<file path="src/rtl/rot_pkg.sv">
// Shared types for the rotational position tracker.
package rot_pkg;
    // Stage of the per-sector layout; codes are visible on the stage port.
    typedef enum logic [2:0] {
        ST_IDLE = 3'd0,
        ST_ZERO = 3'd1,
        ST_SYNC = 3'd2,
        ST_DATA = 3'd3,
        ST_PAD  = 3'd4
    } stage_t;
endpackage

</file>
<file path="src/rtl/rot_sector_count.sv">
// Sector identity from mark and index pulses.
// Detects the sector-mark falling edge and the index rising edge, and keeps
// the sector number, which is valid once the first index edge has been seen.
// Assumes both pulses are already synchronous to clk.
module rot_sector_count #(
    parameter int NUM_SECT = 8,
    localparam int SECT_W = $clog2(NUM_SECT)
) (
    input  logic              clk,
    input  logic              rst_n,
    input  logic              sec_mark,
    input  logic              idx_mark,
    output logic              mark_fall,
    output logic              idx_edge,
    output logic [SECT_W-1:0] sector,
    output logic              valid
);
    logic sm_q, im_q;

    // Previous pulse levels for edge detection.
    always_ff @(posedge clk) begin
        if (!rst_n) begin
            sm_q <= 1'b0;
            im_q <= 1'b0;
        end else begin
            sm_q <= sec_mark;
            im_q <= idx_mark;
        end
    end

    assign mark_fall = sm_q & ~sec_mark;
    assign idx_edge  = idx_mark & ~im_q;

    // Sector number: index forces 0, each mark fall advances once synced.
    always_ff @(posedge clk) begin
        if (!rst_n) begin
            sector <= '0;
            valid  <= 1'b0;
        end else if (idx_edge) begin
            sector <= '0;
            valid  <= 1'b1;
        end else if (mark_fall && valid) begin
            sector <= (sector == SECT_W'(NUM_SECT - 1)) ? '0 : sector + 1'b1;
        end
    end

    a_r2_index_zero: assert property (@(posedge clk) disable iff (!rst_n)
        idx_edge |=> (sector == '0) && valid);

    a_r3_advance: assert property (@(posedge clk) disable iff (!rst_n)
        (mark_fall && valid && !idx_edge) |=>
            (int'(sector) == (int'($past(sector)) + 1) % NUM_SECT));

    a_r3_hold_unsynced: assert property (@(posedge clk) disable iff (!rst_n)
        !valid |-> sector == '0);
endmodule

</file>
<file path="src/rtl/rot_stage_timer.sv">
// Per-sector layout timer.
// From a start pulse it walks zero run, sync word, data words and pad,
// counting clocks, and gives the word index and a word-start strobe.
// Assumes start is a single-cycle pulse; loaded low overrides everything.
module rot_stage_timer
    import rot_pkg::*;
#(
    parameter int ZERO_CYC  = 12500,
    parameter int WORD_CYC  = 1400,
    parameter int NUM_WORDS = 321,
    localparam int WORD_W  = $clog2(NUM_WORDS),
    localparam int CNT_MAX = (ZERO_CYC > WORD_CYC) ? ZERO_CYC : WORD_CYC,
    localparam int CNT_W   = $clog2(CNT_MAX)
) (
    input  logic              clk,
    input  logic              rst_n,
    input  logic              start,
    input  logic              loaded,
    output stage_t            stage,
    output logic [WORD_W-1:0] word,
    output logic              strobe
);
    logic [CNT_W-1:0] cnt;
    logic             zero_end, word_end, last_word;

    assign zero_end  = (cnt == CNT_W'(ZERO_CYC - 1));
    assign word_end  = (cnt == CNT_W'(WORD_CYC - 1));
    assign last_word = (word == WORD_W'(NUM_WORDS - 1));

    // Layout state machine with shared phase counter and word counter.
    always_ff @(posedge clk) begin
        if (!rst_n) begin
            stage  <= ST_IDLE;
            cnt    <= '0;
            word   <= '0;
            strobe <= 1'b0;
        end else begin
            strobe <= 1'b0;
            if (!loaded) begin
                stage <= ST_IDLE;
                cnt   <= '0;
                word  <= '0;
            end else if (start) begin
                stage <= ST_ZERO;
                cnt   <= '0;
                word  <= '0;
            end else begin
                case (stage)
                    ST_ZERO: begin
                        if (zero_end) begin
                            stage <= ST_SYNC;
                            cnt   <= '0;
                        end else begin
                            cnt <= cnt + 1'b1;
                        end
                    end
                    ST_SYNC: begin
                        if (word_end) begin
                            stage  <= ST_DATA;
                            cnt    <= '0;
                            word   <= '0;
                            strobe <= 1'b1;
                        end else begin
                            cnt <= cnt + 1'b1;
                        end
                    end
                    ST_DATA: begin
                        if (word_end) begin
                            cnt <= '0;
                            if (last_word) begin
                                stage <= ST_PAD;
                                word  <= '0;
                            end else begin
                                word   <= word + 1'b1;
                                strobe <= 1'b1;
                            end
                        end else begin
                            cnt <= cnt + 1'b1;
                        end
                    end
                    default: begin
                        cnt <= '0;
                    end
                endcase
            end
        end
    end

    a_r8_unload_idle: assert property (@(posedge clk) disable iff (!rst_n)
        !loaded |=> (stage == ST_IDLE) && !strobe && (word == '0));

    a_r4_restart: assert property (@(posedge clk) disable iff (!rst_n)
        (start && loaded) |=> (stage == ST_ZERO) && (word == '0));

    a_r5_strobe_in_data: assert property (@(posedge clk) disable iff (!rst_n)
        strobe |-> stage == ST_DATA);

    a_r5_word_bound: assert property (@(posedge clk) disable iff (!rst_n)
        int'(word) < NUM_WORDS);

    a_r5_word_step: assert property (@(posedge clk) disable iff (!rst_n)
        (strobe && $past(stage) == ST_DATA) |-> word == $past(word) + 1'b1);

    a_r6_pad_word: assert property (@(posedge clk) disable iff (!rst_n)
        stage == ST_PAD |-> word == '0);
endmodule

</file>
<file path="src/rtl/rot_position_tracker.sv">
// Rotational sector and word position tracker (top).
// Combines sector identity with the per-sector layout timer and composes
// the memory address of the word under the head. Interval lengths come
// from the clock frequency in MHz and the layout times.
module rot_position_tracker
    import rot_pkg::*;
#(
    parameter int CLK_MHZ   = 50,
    parameter int ZERO_US   = 250,
    parameter int WORD_NS   = 28000,
    parameter int NUM_WORDS = 321,
    parameter int NUM_SECT  = 8,
    parameter int CYL_W     = 8,
    localparam int ZERO_CYC = ZERO_US * CLK_MHZ,
    localparam int WORD_CYC = (WORD_NS * CLK_MHZ) / 1000,
    localparam int SECT_W   = $clog2(NUM_SECT),
    localparam int WORD_W   = $clog2(NUM_WORDS),
    localparam int ADDR_W   = CYL_W + 1 + SECT_W + WORD_W
) (
    input  logic              clk,
    input  logic              rst_n,
    input  logic              sec_mark,
    input  logic              idx_mark,
    input  logic              head_sel,
    input  logic              heads_loaded,
    input  logic [CYL_W-1:0]  cyl,
    output logic [SECT_W-1:0] sector,
    output logic              sector_valid,
    output logic [SECT_W-2:0] sector_coarse,
    output logic              sector_odd,
    output logic [2:0]        stage,
    output logic [WORD_W-1:0] word_idx,
    output logic              word_strobe,
    output logic [ADDR_W-1:0] word_addr
);
    logic   mark_fall, idx_edge, start;
    stage_t stage_q;

    rot_sector_count #(.NUM_SECT(NUM_SECT)) u_sect (
        .clk       (clk),
        .rst_n     (rst_n),
        .sec_mark  (sec_mark),
        .idx_mark  (idx_mark),
        .mark_fall (mark_fall),
        .idx_edge  (idx_edge),
        .sector    (sector),
        .valid     (sector_valid)
    );

    // Layout starts on a mark fall once synced, or with a coincident index.
    assign start = mark_fall & (sector_valid | idx_edge);

    rot_stage_timer #(
        .ZERO_CYC  (ZERO_CYC),
        .WORD_CYC  (WORD_CYC),
        .NUM_WORDS (NUM_WORDS)
    ) u_timer (
        .clk    (clk),
        .rst_n  (rst_n),
        .start  (start),
        .loaded (heads_loaded),
        .stage  (stage_q),
        .word   (word_idx),
        .strobe (word_strobe)
    );

    // Output composition: stage code, coarse sector view, word address.
    assign stage         = stage_q;
    assign sector_coarse = sector[SECT_W-1:1];
    assign sector_odd    = sector[0];
    assign word_addr     = {cyl, head_sel, sector, word_idx};

    a_r2_timed_only_synced: assert property (@(posedge clk) disable iff (!rst_n)
        stage_q != ST_IDLE |-> sector_valid);

    a_r4_zero_after_fall: assert property (@(posedge clk) disable iff (!rst_n)
        (mark_fall && heads_loaded && idx_edge) |=> stage_q == ST_ZERO);
endmodule

</file>
<file path="config.mk">
export PLATFORM = sky130hd
export DESIGN_NAME = rot_position_tracker
export DESIGN_NICKNAME = d
export VERILOG_FILES = /design/src/rtl/rot_pkg.sv /design/src/rtl/rot_sector_count.sv /design/src/rtl/rot_stage_timer.sv /design/src/rtl/rot_position_tracker.sv
export SDC_FILE = /design/constraint.sdc
export NUM_CORES = 1
export LEC_CHECK = 0
export CAP_MARGIN = 20
export CORE_ASPECT_RATIO = 0.8
export CORE_MARGIN = 2
export CORE_UTILIZATION = 35
export DETAILED_ROUTE_END_ITERATION = 8
export PLACE_DENSITY = 0.75
export SYNTH_ARGS = -nofsm -noshare
export SYNTH_HDL_FRONTEND = slang
export SYNTH_SLANG_ARGS = --single-unit
</file>
<file path="constraint.sdc">
create_clock -name clk -period 1.65 [get_ports clk]
set_input_delay 0.4125 -clock clk [delete_from_list [all_inputs] [get_ports clk]]
set_output_delay 0.4125 -clock clk [all_outputs]
set_load 0.02 [all_outputs]
</file>
After elaboration in Yosys (flattened, before gate mapping)
Cells that the tools add are included.
- add/subtract/negate cells: 3
- eq/ne operators: 15
- multiplexer cells: 18
- bitwise gates (word level): 8
- reduce and logical (&&, ||, !) cells: 11
- operators with widths (cell ; count):
    two-way mux 14 bit ; 2
    case mux 14 bit (2 select lines) ; 1
    two-way mux 9 bit ; 3
    case mux 9 bit (2 select lines) ; 1
    two-way mux 3 bit ; 5
    adder 14 x 1 -> 14 bit, second input constant ; 1
    equality test 14 x 11 -> 1 bit, second input constant ; 1
    equality test 14 bit, second input constant ; 1
    inequality test 3 x 2 -> 1 bit, second input constant ; 4
    AND reduction 5 bit ; 2
    adder 9 x 1 -> 9 bit, second input constant ; 1
    equality test 9 bit, second input constant ; 1
    case mux 3 bit (3 select lines) ; 1
    inequality test 2 x 1 -> 1 bit, second input constant ; 4
    equality test 3 x 2 -> 1 bit, second input constant ; 2
    two-way mux 1 bit ; 4
    inverter 1 bit ; 4
    nonzero test 4 bit ; 1
    OR reduction 2 bit ; 2
    adder 3 x 1 -> 3 bit, second input constant ; 1
    AND 1 bit ; 3
    equality test 3 x 1 -> 1 bit, second input constant ; 1
    equality test 3 bit, second input constant ; 1
    AND reduction 3 bit ; 1
    7 further kinds ; 7
- bits in registers: 33
- output and inout bits: 41

Depth between registers and ports, before layout
- depth after elaboration: 6
- gate-level depth with buffers: 6
- gate-level depth less buffers: 6

Modules after synthesis
Synthesis repeated with hierarchy kept, for this count alone.
- cells, all modules: 206
- area, all modules: 1790.5 µm²
- by module, submodules not included (module ; instances ; cells each ; area an instance (µm²) ; sequential area each (µm²)):
    rot_stage_timer ; 1 ; 158 ; 1348.8 ; 540.5
    rot_sector_count ; 1 ; 23 ; 254.0 ; 120.1
    rot_position_tracker ; 1 ; 25 ; 187.7 ; 0.0

Worst setup path before layout
No wires, ideal clock.
- kind: register -> register
- start point: reg u_timer.word[0]
- end point: reg u_timer.word[8]
- library setup time: 117 ps
- arrival: 1597 ps
- data required time: 1533 ps
- setup slack: -64 ps
- stages on the path, launching flop included: 7
- buffers on the path: 0
- period minus slack after synthesis: 1714 ps
- cells stage by stage: dfxtp_1 -> inv_1 -> ha_1 -> nor4bb_1 -> a21o_1 -> o21ai_0 -> a32o_2
- cells in the longest elaborated chain, start to end: 4
- elaborated cells on any way between the ends: 5
- ends and longest elaborated chain (item ; line ; source):
    start, declared ; rot_stage_timer.sv:20 ; output logic [WORD_W-1:0] word,
    start signal, assigned ; rot_stage_timer.sv:74 ; word <= word + 1'b1;
    adder 9 x 1 -> 9 bit or equality test 9 bit (tied branches) ; rot_stage_timer.sv:74, rot_stage_timer.sv:28 ;
    two-way mux 9 bit (*) ; rot_stage_timer.sv:70 ; if (last_word) begin
    two-way mux 9 bit (*) ; rot_stage_timer.sv:68 ; if (word_end) begin
    case mux 9 bit (2 select lines) (*) ; rot_stage_timer.sv:48 ; case (stage)
Mark *: on every way between the ends. The rest lies on a longest branch, timed or not. The select of a mux whose other input is x is not followed.
A chain may end at the register's enable or synchronous reset.

Worst setup path in the final report
- start point: reg u_timer.word[3]
- end point: out word_addr[3]
- RTL lines (item ; line ; source):
    end, declared ; rot_position_tracker.sv:34 ; output logic [ADDR_W-1:0] word_addr
No word-level cell between the ends.

==> impl_metrics.yaml <==
job:
  max-cap-violations: 0
grt:
  grt_max_degree: 15
  antenna_found_initial: 0
  globalRoute.totalOverflow: 0
  grt_pass1_wl_um: 7560
  grt.total_usage: 0.157
  grt_pass1_vias: 1566
cts:
  path_clk_slew_ns: 0.07
  root_buffer: "clkbuf_8"
  cts_tree: "built"
  ctsLongestPathBuffers: 2
  cts_buffers: 5
  cts.htree.levels: 2
  clock_sinks: 33
  clock_latency_ns: 0.29
critical_path:
  criticalPathCategory: "flop to output port"
  crit_arrival_ns: 1.18
  required_ns: 1.24
  cp_max_fo: 8
  start_kind: "flop"
  endpoint_kind: "output port"
  ff2ff_path_depth: 5
floorplanning:
  fp.dieW_um: 86.4
  core_area_sq_um: 5120
  die_y_um: 69.9
  die-area_sq_um: 6040
  rows: 23
  ios: 55
  start_util: 0.371
logic_synthesis:
  netlist.area_leader.share: 0.347
  yosys_warnings: 0
  synth_cell_types: 44
  yosysSeqAreaShare: 0.347
  synth_edf_count: 0
  synth_top_area_cell: "dfxtp_1"
  synthFlopType: "dfxtp_1"
  netlist_area_sq_um: 1900
  synth_area_per_cell_sq_um: 9.10
  synth_nets: 229
  synth_most_common_cell: "dfxtp_1"
  synthArstFlopShare: 0
  syn_inst: 209
  ys_seq_elements: 33
  synthTopCellsByArea: "dfxtp_1, buf_4, nor4_1"
  yosys-top-cells-count: "dfxtp_1, buf_4, nor4_1"
pwr:
  combPwrFrac: 0.043
  p_seq_frac: 0.480
  power.leakage_nw: 1.14
  power_per_cell_area_nw_per_um2: 638
  p_switching_mw: 0.352
  p_clk_frac: 0.477
  vdd_drop_max_v: 0.000417
  power_mw: 1.68
  p_int_mw: 1.33
  power.share.switching: 0.209
cells_and_area:
  diodes: 0
  drive_above_1_share: 0.286
  nets: 285
  fillers: 499
  final_util: 0.515
  postLayoutCellArea_sq_um: 2640
  register_area_sq_um: 667
  area_growth_pct: 38.6
  multi_input_area_sq_um: 1090
sta:
  hold_viol: 0
  clock.fmax_mhz: 629
  slew_violations: 0
  post-route-period-util: 0.964
  layout_min_cycle_time_ns: 1.59
  tightest_slew_ns: 0.402
  final.setup_skew_ns: 0.00550
  setup_violations: 0
  max_slew_margin: 0.728
routing:
  wl_per_cell_um: 14.0
  first_pass_iters: 4
  drc_errors: 0
  wl_um: 4600
  ant_nets: 0
  drt_iter0_markers: 71
  avgViaCountPerCell: 5.31
  vias: 1741
min_path:
  holdPathStages: 2
  hp-class: "primary input to flop"
placement:
  dp_hpwl_um: 3330
  globalplace.congestion: 0.817
  place_area_sq_um: 2450
  io_buffers: 36
outcome:
  outcome: "completed"
[power groups by stage]
stage | Clock (mW) | Sequential, mW | Combinational (mW)
2_1_floorplan | 0 | 0.827 | 0.0594
3_3_place_gp | 0 | 0.824 | 0.0705
3_5_place_dp | 0 | 0.824 | 0.0715
4_1_cts | 0.821 | 0.807 | 0.0717
5_1_grt | 0.849 | 0.807 | 0.0782
6_report | 0.802 | 0.807 | 0.0723
[per-layer routing]
metal  routed length, um  vias to the layer above  GRT usage
li1                    -                      869          -
met1                2240                      826      0.222
met2                2080                       38      0.230
met3                 200                        8     0.0437
met4                  68                        0     0.0486
met5                   0                        -          0
[flip-flops by register name, summed over array words and instances (netlist names)]
name            flops
u_sect.im_q         1
u_sect.sector       3
u_sect.sm_q         1
u_sect.valid        1
u_timer.cnt        14
u_timer.stage       3
u_timer.strobe      1
u_timer.word        9
[worst max-delay path: stages (launching register included)]
cell           delay [ns]
dfxtp_1              0.38
buf_4                0.17
dlygate4sd2_1        0.33
[repair_timing]
| action | CTS | global route |
|---|---|---|
| hold buffers | 0 | 0 |
| gates cloned | 0 | 0 |
| setup endpoints to repair | 42 | 22 |
| resized for setup | 37 | 18 |
| pin swaps | 1 | 1 |
| buffers inserted | 0 | 1 |
[worst paths after layout]
kind,startpoint,to,slack (ns)
setup / recovery,u_timer.word[3]$_SDFFE_PP0P_,word_addr[3],0.06
hold / removal,idx_mark,u_sect.im_q$_SDFF_PN0_,0.40
setup reg to reg,u_timer.cnt[13]$_SDFF_PP0_,u_timer.cnt[12]$_SDFF_PP0_,0.08
hold reg to reg,u_sect.sector[1]$_SDFFE_PP0P_,u_sect.sector[1]$_SDFFE_PP0P_,0.51
[through the flow]
stage                     TNS [ns]  std cells  hold slack (ns)  setup WS (ns)
after CTS                        0        327            0.508         0.0107
after detailed placement     -6.39        319            0.505         -0.421
final                            0        328            0.397         0.0593
after global placement       -5.98        319            0.498         -0.416
after global routing       -0.0406        328            0.423        -0.0174
after floorplan                  0        209            0.514         0.0159
[logic make-up (layout without fill, tap and decap cells)]
logic type / count (synthesis) / count (layout) / synth area share
AND/OR/NAND/NOR: 95 / 95 / 0.320
buffers and inverters: 35 / 92 / 0.127
flip-flops: 33 / 33 / 0.347
AO/OA/AOI/OAI: 28 / 28 / 0.111
XOR/XNOR: 12 / 12 / 0.0553
adder cells (fa/ha/maj): 6 / 6 / 0.0395
[cell usage in the layout, fill, tap and decap left out, types with 4 or more instances in the layout]
master and instances:
buf_4 41, nand4_1 7, nor4_1 11, nand3_1 13, dfxtp_2 5, inv_1 5, o21ai_0 7, ha_1 4
nor3_1 11, a32o_1 6, a21oi_1 4, nor2_1 12, dlygate4sd2_1 30, o21a_1 4, clkbuf_8 6, xnor2_1 9
nand2_1 7, and3_1 5, dfxtp_1 28
[layout make-up]
class                           instances  share of cell area
Clock inverter                          1              0.0114
Inverter                                5             0.00712
Multi-Input combinational cell        141               0.413
Clock buffer                            7              0.0327
Sequential cell                        33               0.253
Timing Repair Buffer                   79               0.253
Tap cell                               62              0.0294
Power figures use the tool's default switching activity.
